===== src/rtl/exc_pkg.sv =====
package exc_pkg;
   typedef enum logic [1:0] {
      EV_NONE  = 2'd0,
      EV_SYNC  = 2'd1,
      EV_ASYNC = 2'd2
   } ev_kind_e;
endpackage


===== src/rtl/exc_arbiter.sv =====
module exc_arbiter
   import exc_pkg::*;
(
   input  logic     ill_op_i,
   input  logic     fault_i,
   input  logic     req_i,
   input  logic     sup_i,
   output ev_kind_e kind_o
);
   logic sync_hit;
   assign sync_hit = ill_op_i | fault_i;

   always_comb begin
      if (sync_hit)
         kind_o = EV_SYNC;
      else if (req_i && !sup_i)
         kind_o = EV_ASYNC;
      else
         kind_o = EV_NONE;
   end

   always_comb begin
      assert (!(sync_hit && kind_o != EV_SYNC))
         else $error("p_sync_first_r7");
      assert (!(sup_i && !sync_hit && kind_o != EV_NONE))
         else $error("p_sup_masks_r8");
   end
endmodule


===== src/rtl/exc_irq_hold.sv =====
module exc_irq_hold #(
   parameter bit LATCH_REQ = 1'b1
) (
   input  logic clk,
   input  logic rst_n,
   input  logic irq_i,
   input  logic taken_i,
   output logic req_o
);
   generate
      if (LATCH_REQ) begin : g_latch
         logic pend_q;
         always_ff @(posedge clk) begin
            if (!rst_n)
               pend_q <= 1'b0;
            else
               pend_q <= (pend_q | irq_i) & ~taken_i;
         end
         assign req_o = irq_i | pend_q;

         p_clear_r9: assert property (@(posedge clk) disable iff (!rst_n)
            (taken_i && !irq_i) |=> !pend_q);
         p_keep_r9: assert property (@(posedge clk) disable iff (!rst_n)
            (irq_i && !taken_i) |=> pend_q);
      end else begin : g_level
         assign req_o = irq_i;
      end
   endgenerate
endmodule


===== src/rtl/exc_pc_reg.sv =====
module exc_pc_reg
   import exc_pkg::*;
#(
   parameter int          XLEN      = 32,
   parameter logic [31:0] RESET_PC  = 32'h8000_0000,
   parameter logic [31:0] SYNC_VEC  = 32'h0000_0004,
   parameter logic [31:0] ASYNC_VEC = 32'h0000_0008
) (
   input  logic            clk,
   input  logic            rst_n,
   input  ev_kind_e        kind_i,
   input  logic [XLEN-1:0] seq_pc_i,
   output logic [XLEN-1:0] pc_o
);
   localparam int SUP = XLEN - 1;

   logic [XLEN-1:0] pc_q, pc_d;
   logic [XLEN-1:0] sync_tgt, async_tgt;

   assign sync_tgt  = {1'b1, SYNC_VEC[SUP-1:0]};
   assign async_tgt = {1'b1, ASYNC_VEC[SUP-1:0]};

   always_comb begin
      unique case (kind_i)
         EV_SYNC:  pc_d = sync_tgt;
         EV_ASYNC: pc_d = async_tgt;
         default:  pc_d = seq_pc_i;
      endcase
   end

   always_ff @(posedge clk) begin
      if (!rst_n)
         pc_q <= RESET_PC[XLEN-1:0];
      else
         pc_q <= pc_d;
   end
   assign pc_o = pc_q;

   p_vec_sets_sup_r5: assert property (@(posedge clk) disable iff (!rst_n)
      (kind_i != EV_NONE) |=> pc_q[SUP]);
   p_follow_r2: assert property (@(posedge clk) disable iff (!rst_n)
      (kind_i == EV_NONE) |=> pc_q == $past(seq_pc_i));
endmodule


===== src/rtl/exc_entry_unit.sv =====
module exc_entry_unit
   import exc_pkg::*;
#(
   parameter int          XLEN      = 32,
   parameter int          REG_AW    = 5,
   parameter int          XP_IDX    = 30,
   parameter logic [31:0] RESET_PC  = 32'h8000_0000,
   parameter logic [31:0] SYNC_VEC  = 32'h0000_0004,
   parameter logic [31:0] ASYNC_VEC = 32'h0000_0008,
   parameter bit          LATCH_REQ = 1'b1
) (
   input  logic              clk,
   input  logic              rst_n,
   input  logic [XLEN-1:0]   seq_pc_i,
   input  logic              ill_op_i,
   input  logic              sync_fault_i,
   input  logic              irq_i,
   output logic [XLEN-1:0]   pc_o,
   output logic              annul_o,
   output logic              rf_we_o,
   output logic [REG_AW-1:0] rf_wa_o,
   output logic [XLEN-1:0]   rf_wd_o
);
   localparam int          SUP     = XLEN - 1;
   localparam int          NREGS   = 1 << REG_AW;
   localparam logic [SUP-1:0] STEP = SUP'(4);

   generate
      if (XLEN != 32) begin : g_bad_xlen
         $error("exc_entry_unit: XLEN must be 32");
      end
      if (XP_IDX >= NREGS - 1 || XP_IDX < 1) begin : g_bad_xp
         $error("exc_entry_unit: XP_IDX must name a writable register");
      end
      if (SYNC_VEC[1:0] != 2'b00 || ASYNC_VEC[1:0] != 2'b00) begin : g_bad_vec
         $error("exc_entry_unit: vectors must be word aligned");
      end
      if (SYNC_VEC == ASYNC_VEC) begin : g_same_vec
         $error("exc_entry_unit: vectors must differ");
      end
   endgenerate

   ev_kind_e kind;
   logic     req;
   logic     taken;

   exc_irq_hold #(.LATCH_REQ(LATCH_REQ)) u_hold (
      .clk     (clk),
      .rst_n   (rst_n),
      .irq_i   (irq_i),
      .taken_i (kind == EV_ASYNC),
      .req_o   (req)
   );

   exc_arbiter u_arb (
      .ill_op_i (ill_op_i),
      .fault_i  (sync_fault_i),
      .req_i    (req),
      .sup_i    (pc_o[SUP]),
      .kind_o   (kind)
   );

   exc_pc_reg #(
      .XLEN      (XLEN),
      .RESET_PC  (RESET_PC),
      .SYNC_VEC  (SYNC_VEC),
      .ASYNC_VEC (ASYNC_VEC)
   ) u_pc (
      .clk      (clk),
      .rst_n    (rst_n),
      .kind_i   (kind),
      .seq_pc_i (seq_pc_i),
      .pc_o     (pc_o)
   );

   assign taken   = (kind != EV_NONE);
   assign annul_o = taken;
   assign rf_we_o = taken;
   assign rf_wa_o = REG_AW'(XP_IDX);
   assign rf_wd_o = {pc_o[SUP], pc_o[SUP-1:0] + STEP};

   p_sync_annul_r3: assert property (@(posedge clk) disable iff (!rst_n)
      (ill_op_i || sync_fault_i) |-> annul_o);
   p_sync_vec_r5: assert property (@(posedge clk) disable iff (!rst_n)
      (ill_op_i || sync_fault_i) |=> pc_o == {1'b1, SYNC_VEC[SUP-1:0]});
   p_async_vec_r6: assert property (@(posedge clk) disable iff (!rst_n)
      (annul_o && !ill_op_i && !sync_fault_i) |=> pc_o == {1'b1, ASYNC_VEC[SUP-1:0]});
   p_sup_block_r8: assert property (@(posedge clk) disable iff (!rst_n)
      (pc_o[SUP] && !ill_op_i && !sync_fault_i) |-> !annul_o);
   p_ret_mode_r4: assert property (@(posedge clk) disable iff (!rst_n)
      rf_we_o |-> (rf_wa_o == REG_AW'(XP_IDX) && rf_wd_o[SUP] == pc_o[SUP]));
endmodule


===== config.mk =====
export PLATFORM = sky130hd
export DESIGN_NAME = exc_entry_unit
export DESIGN_NICKNAME = d
export VERILOG_FILES = /design/src/rtl/exc_pkg.sv /design/src/rtl/exc_arbiter.sv /design/src/rtl/exc_irq_hold.sv /design/src/rtl/exc_pc_reg.sv /design/src/rtl/exc_entry_unit.sv
export SDC_FILE = /design/constraint.sdc
export NUM_CORES = 1
export LEC_CHECK = 0
export ABC_AREA = 1
export BUFFER_PORTS_ARGS = -buffer_cell sky130_fd_sc_hd__buf_2
export CAP_MARGIN = 25
export CORE_UTILIZATION = 30
export DETAILED_ROUTE_END_ITERATION = 8
export PLACE_DENSITY = 0.59
export SLEW_MARGIN = 30
export SYNTH_ARGS = -nofsm -noshare
export SYNTH_HDL_FRONTEND = slang
export SYNTH_HIERARCHICAL = 1
export SYNTH_SLANG_ARGS = --single-unit

===== constraint.sdc =====
create_clock -name clk -period 3.7 [get_ports clk]
set_input_delay 0.37 -clock clk [delete_from_list [all_inputs] [get_ports clk]]
set_output_delay 0.37 -clock clk [all_outputs]
set_load 0.05 [all_outputs]

* Word level (Yosys, flattened, before mapping)
Cells that the tools add are included.
** Storage, ports and cells
- Register bits after elaboration :: 33
- Input bits :: 37
- Output and inout port bits :: 71
** Cells by class
- Add/sub/neg operators :: 1
- Eq/ne operators :: 2
- Mux-type cells :: 3
- Bitwise operators :: 4
- Reduce and logical (&&, ||, !) cells :: 3
** Operators with widths (count)
- 32-bit one-hot mux with 2 select lines :: 1
- 31-bit by 3-bit adder with 31-bit output (second input constant) :: 1
- 2-bit 2-to-1 mux :: 2
- 2-bit by 1-bit == test with 1-bit output (second input constant) :: 1
- 2-bit == test (second input constant) :: 1
- 1-bit OR :: 2
- 2-bit nonzero test :: 1
- 1-bit AND :: 1
- 1-bit logical AND :: 1
- 1-bit logical NOT :: 1
- 1-bit NOT :: 1

* Logic depth before layout (Yosys ltp)
- Depth in word-level cells :: 7
- Gate-level depth with buffers :: 9
- Mapped depth without buffers :: 9

* By module
The synthesis kept the hierarchy.
** Modules (own cells, without submodules)
- exc_pc_reg :: times used 1, cells each 109, area each 962.2 um^2, sequential area each 640.6 um^2
- exc_entry_unit :: times used 1, cells each 180, area each 929.6 um^2, sequential area each 0.0 um^2
- exc_irq_hold :: times used 1, cells each 6, area each 41.3 um^2, sequential area each 20.0 um^2
- exc_arbiter :: times used 1, cells each 7, area each 35.0 um^2, sequential area each 0.0 um^2

* Worst setup path after synthesis
Ideal clock, no wire load.
- Path kind :: flip-flop to output port
- Start point :: register u_pc.pc_q[2], in the netlist u_pc/pc_o[2]
- End point :: output port rf_wd_o[17]
- Data arrival time :: 2300 ps
- Data required time :: 3330 ps
- Setup slack :: 1030 ps
- Cell stages (with the launch flop) :: 6
- Buffers on the path :: 0
- Cell sequence :: dfxtp_1 -> inv_1 -> nor2_2 -> nand2_4 -> nor2_4 -> xor2_1
** Between the ends
- Cells in the longest elaborated chain, start to end :: 1
** Ends and longest elaborated chain
- from (decl) :: RTL line exc_pc_reg.sv:17 : logic [XLEN-1:0] pc_q, pc_d;
- from (signal assigned) :: RTL line exc_pc_reg.sv:33 : pc_q <= RESET_PC[XLEN-1:0];
- from (signal assigned) :: RTL line exc_pc_reg.sv:35 : pc_q <= pc_d;
- 31-bit by 3-bit adder with 31-bit output :: RTL line exc_entry_unit.sv:80 : assign rf_wd_o = {pc_o[SUP], pc_o[SUP-1:0] + STEP};
- to (decl) :: RTL line exc_entry_unit.sv:22 : output logic [XLEN-1:0] rf_wd_o
Every way passes these cells.

* Worst setup path after layout
- Start point :: register u_pc.pc_q[2], in the netlist u_pc/pc_o[2]
- End point :: output port rf_wd_o[12]
The elaborated chain is that of the path after synthesis.

==> summary.md <==
The flow ran to the end, and the final reports show no timing, DRC or antenna violations. For this run, design rule violations remaining after detail routing come to 0. On the critical path, the stage with the largest delay is an instance of dfxtp_1. Counting instances, the worst hold path has a depth of 2. The run gives 1905 as the via count of the first global-routing pass. In this run the static leakage power is 0.00148 uW. The share of cells above drive strength 1 came out at 0.332. The type of the tightest min-delay check was in2reg. Setup violations remaining at the end of the flow were counted as 0.

In this design, the stage delay of the slowest critical-path cell is 0.38 ns. The routed length per placed instance is 10.6 um, and the die area is 6890 um2. STA classifies the critical path endpoint as an output pin. The fraction of synthesized cell area in xor and xnor cells was 0.0668. For the final database, setup skew stands at 0.00608 ns. Compound-gate portion of the synthesized area: 0.

The worst reg-to-reg path cell count was 7; the number of nets in the layout was 441. For the pin with the worst max-slew slack, the measured transition is 0.543 ns. Grouping stages by cell kind, the critical path spends the most delay in simple AND/OR/NAND/NOR gates.

The detail route stage leaves a number of antenna-violating nets equal to 0. The portion of netlist area occupied by mux cells is 0. Buffers placed on the I/O ports in this run total 102. In the synthesized netlist, the number of instances is 302. The worst setup path is launched from a flop. The normalized max-slew margin was 0.637. The post-synthesis adder-cell area fraction came out at 0.0191.

The most prevalent standard cell on the critical path is nor2_4. After routing, the total negative slack on setup checks comes to 0 ns. Once detailed placement completed, the half-perimeter wirelength came to 4210 um. The synthesized area was 1970 um2. Number of diodes: 0. The run gives 2 as the level count of the clock H-tree. The capture point of the worst reg-to-reg path is u_pc/pc_o[31]$_SDFF_PN1_.

The tools report the starting utilization of the core area as 0.310. Summed over all instances, the cell type with the most area after synthesis is dfxtp_1. Summed over all layers, the global routing overflow is 0.

The cell sitting at the root of the clock tree is a clkbuf_8. The data arrival time of the critical path is 1.88 ns, and the total of cells resized after clock tree synthesis is 0. Ranked by total cell area, the synthesized netlist is headed by dfxtp_1 34%, nand2_1 15%, nor2_1 11%. Clock tree synthesis inserted a total of 5 buffers. The run gives 0.810 as the global placement routability congestion. The portion of synthesized cell area occupied by the leading cell type works out to 0.336. Worst hold path startpoint: seq_pc_i[31]. In this run, post-CTS hold repair placed 0 buffers.

The most common cell in the synthesized netlist is nand2_1. The critical path depth was 7; the number of setup buffers added after CTS was 0. The simple-gate share of the synthesized area is 0.421, and the number of detailed-routing iterations run before antenna repair is 4. The run gives 3.33 ns as the data required time of the worst path.

Setup repair after global routing left no endpoint under its margin. IR analysis of the VDD net gives a maximum drop of 0.150 mV. The maximum number of pins on one net before global-route repair is 31, and the first-pass GRT wire length is 8560 um. The longest clock path from root to sink contains 2 buffers. Clock input transition at the sequential cells of the worst setup and hold paths: 0.07 ns. Share of synthesized registers carrying an async set or reset: 0. The mean number of vias per cell is 4.20. Fill cells in the final layout number 735. The logs give 0.444 GHz for the timing-limited maximum frequency and 0.336 for the fraction of the yosys area taken by sequential cells. The first-iteration detailed-routing DRC count is 62. Counting instances in the post-synthesis netlist gives the leading cell types as 79 x nand2_1, 60 x nor2_1, 55 x inv_1.

For the flop-to-flop setup slack, the log shows 1.97 ns. During synthesis, Yosys emitted a total of 6 warnings. For this design the ratio of total power to cell area is 321 nW/um2. The run gives 0.154 as the total global routing track utilization. Shortest clock period the worst path allows after layout: 2.25 ns.

The number of buffer and inverter stages on the critical path is 1. The die is 83.0 um wide. The most used flip-flop cell after synthesis is dfxtp_1. For hold timing, the worst endpoint is u_pc/pc_o[31]$_SDFF_PN1_.

The number of top-level design ports came out at 108. The floorplan step set the die height to 83.0 um. The count of endpoints failing hold in the final timing report was 0; the number of flops mapped to enable cells by yosys was 0. The final-report max-slew violation count was 0; the final cycle utilization of the critical path was 0.609.

The number of register bits inferred by synthesis came out at 33. The signal on the critical path passes through ha_1 > nand2_2 > nor2_4 > nand2_4 > nor2_4 > xor2_1 > buf_2. The final route contains 2006 vias. The area overhead of the layout relative to synthesis works out to 30.9%. By area, the combinational part of the netlist is dominated by simple AND/OR/NAND/NOR gates. The tree built by TritonCTS fans out to 33 sinks. The core area came out at 6350 um2.

The run gives 0 as the number of antenna violations at the first check in global routing. The launch instance of the worst register-to-register path was u_hold/g_latch.pend_q$_SDFF_PN0_. TritonCTS built the clock tree. The final cell utilization of the core was 0.406; the number of cell rows was 29. The synthesized area per cell is 6.52 um2, and the routed wire length is 5080 um. Of all nets on the critical path, the largest fanout is 5. The critical setup path kind was reg2out.

At the later pin of the worst-skew pair, clock insertion delay measures 0.28 ns. Counting distinct cell types in the post-synthesis netlist gives 20. Max-cap violations in this run came to 0.
==> cell type report <==
cell class | count | area, um2 | share of cell area
sequential | 33 | 661 | 0.256
clock buffer | 7 | 86.3 | 0.0335
inverter | 55 | 206 | 0.0801
tap | 77 | 96.3 | 0.0374
multi-input combinational | 204 | 1020 | 0.394
timing repair buffer | 102 | 510 | 0.198
==> sequential cells by signal (all words and copies together), names as in the netlist <==
register	flops
u_pc/pc_o	32
u_hold/g_latch.pend_q	1
==> routing by layer <==
| metal | up-vias | global-route usage | share of wire |
|---|---|---|---|
| met5 | - | 0 | 0 |
| met4 | 0 | 0.0486 | 0.016 |
| met3 | 8 | 0.0567 | 0.092 |
| met2 | 79 | 0.261 | 0.45 |
| met1 | 869 | 0.180 | 0.44 |
| li1 | 1050 | - | - |
==> worst max-delay path by stage <==
stage	slack, ns	from	endpoint
6_report	1.45	u_pc/pc_o[2]$_SDFF_PN0_	rf_wd_o[12]
5_1_grt	1.28	u_pc/pc_o[2]$_SDFF_PN0_	rf_wd_o[12]
4_1_cts	1.42	u_pc/pc_o[2]$_SDFF_PN0_	rf_wd_o[12]
3_5_place_dp	1.74	u_pc/pc_o[2]$_SDFF_PN0_	rf_wd_o[12]
3_3_place_gp	1.79	u_pc/pc_o[2]$_SDFF_PN0_	rf_wd_o[12]
2_1_floorplan	1.03	u_pc/pc_o[2]$_SDFF_PN0_	rf_wd_o[17]
==> kinds of logic (layout without fill, tap and decap cells) <==
| family | count (synthesis) | after routing |
|---|---|---|
| flip-flops | 33 | 33 |
| XOR/XNOR | 15 | 15 |
| AND/OR/NAND/NOR | 181 | 181 |
| adder cells (fa/ha/maj) | 3 | 3 |
| buffers and inverters | 68 | 164 |
| other | 2 | 5 |
==> placed cells by master, fill, tap and decap left out <==
| master | n |
|---|---|
| conb_1 | 5 |
| nor2_4 | 7 |
| nor2_1 | 60 |
| clkbuf_8 | 6 |
| nor2_2 | 9 |
| dfxtp_1 | 33 |
| nand2_2 | 6 |
| nand3b_1 | 6 |
| ha_1 | 3 |
| or2_1 | 1 |
| and2_1 | 3 |
| or2_2 | 1 |
| nand2_4 | 2 |
| nand3_1 | 7 |
| nand2_1 | 79 |
| inv_1 | 55 |
| buf_2 | 102 |
| xor2_1 | 12 |
| xnor2_1 | 3 |
| clkbuf_1 | 1 |
==> power breakdown <==
part           leakage (uW)  internal [uW]  switching [uW]
combinational       0.00117           41.9             130
clock             0.0000443            148             127
sequential         0.000269            367            13.2
==> metrics by stage <==
step           hold slack, ns  setup slack (ns)  cells  area, um2  total power (uW)
6_report                0.260              1.45    478       2580               827
5_1_grt                 0.254              1.28    478       2580               865
2_1_floorplan           0.448              1.03    305       1980               520
4_1_cts                 0.252              1.42    478       2580               838
3_5_place_dp            0.472              1.74    471       2490               561
3_3_place_gp            0.469              1.79    471       2490               560
Power figures use the tool's default switching activity.
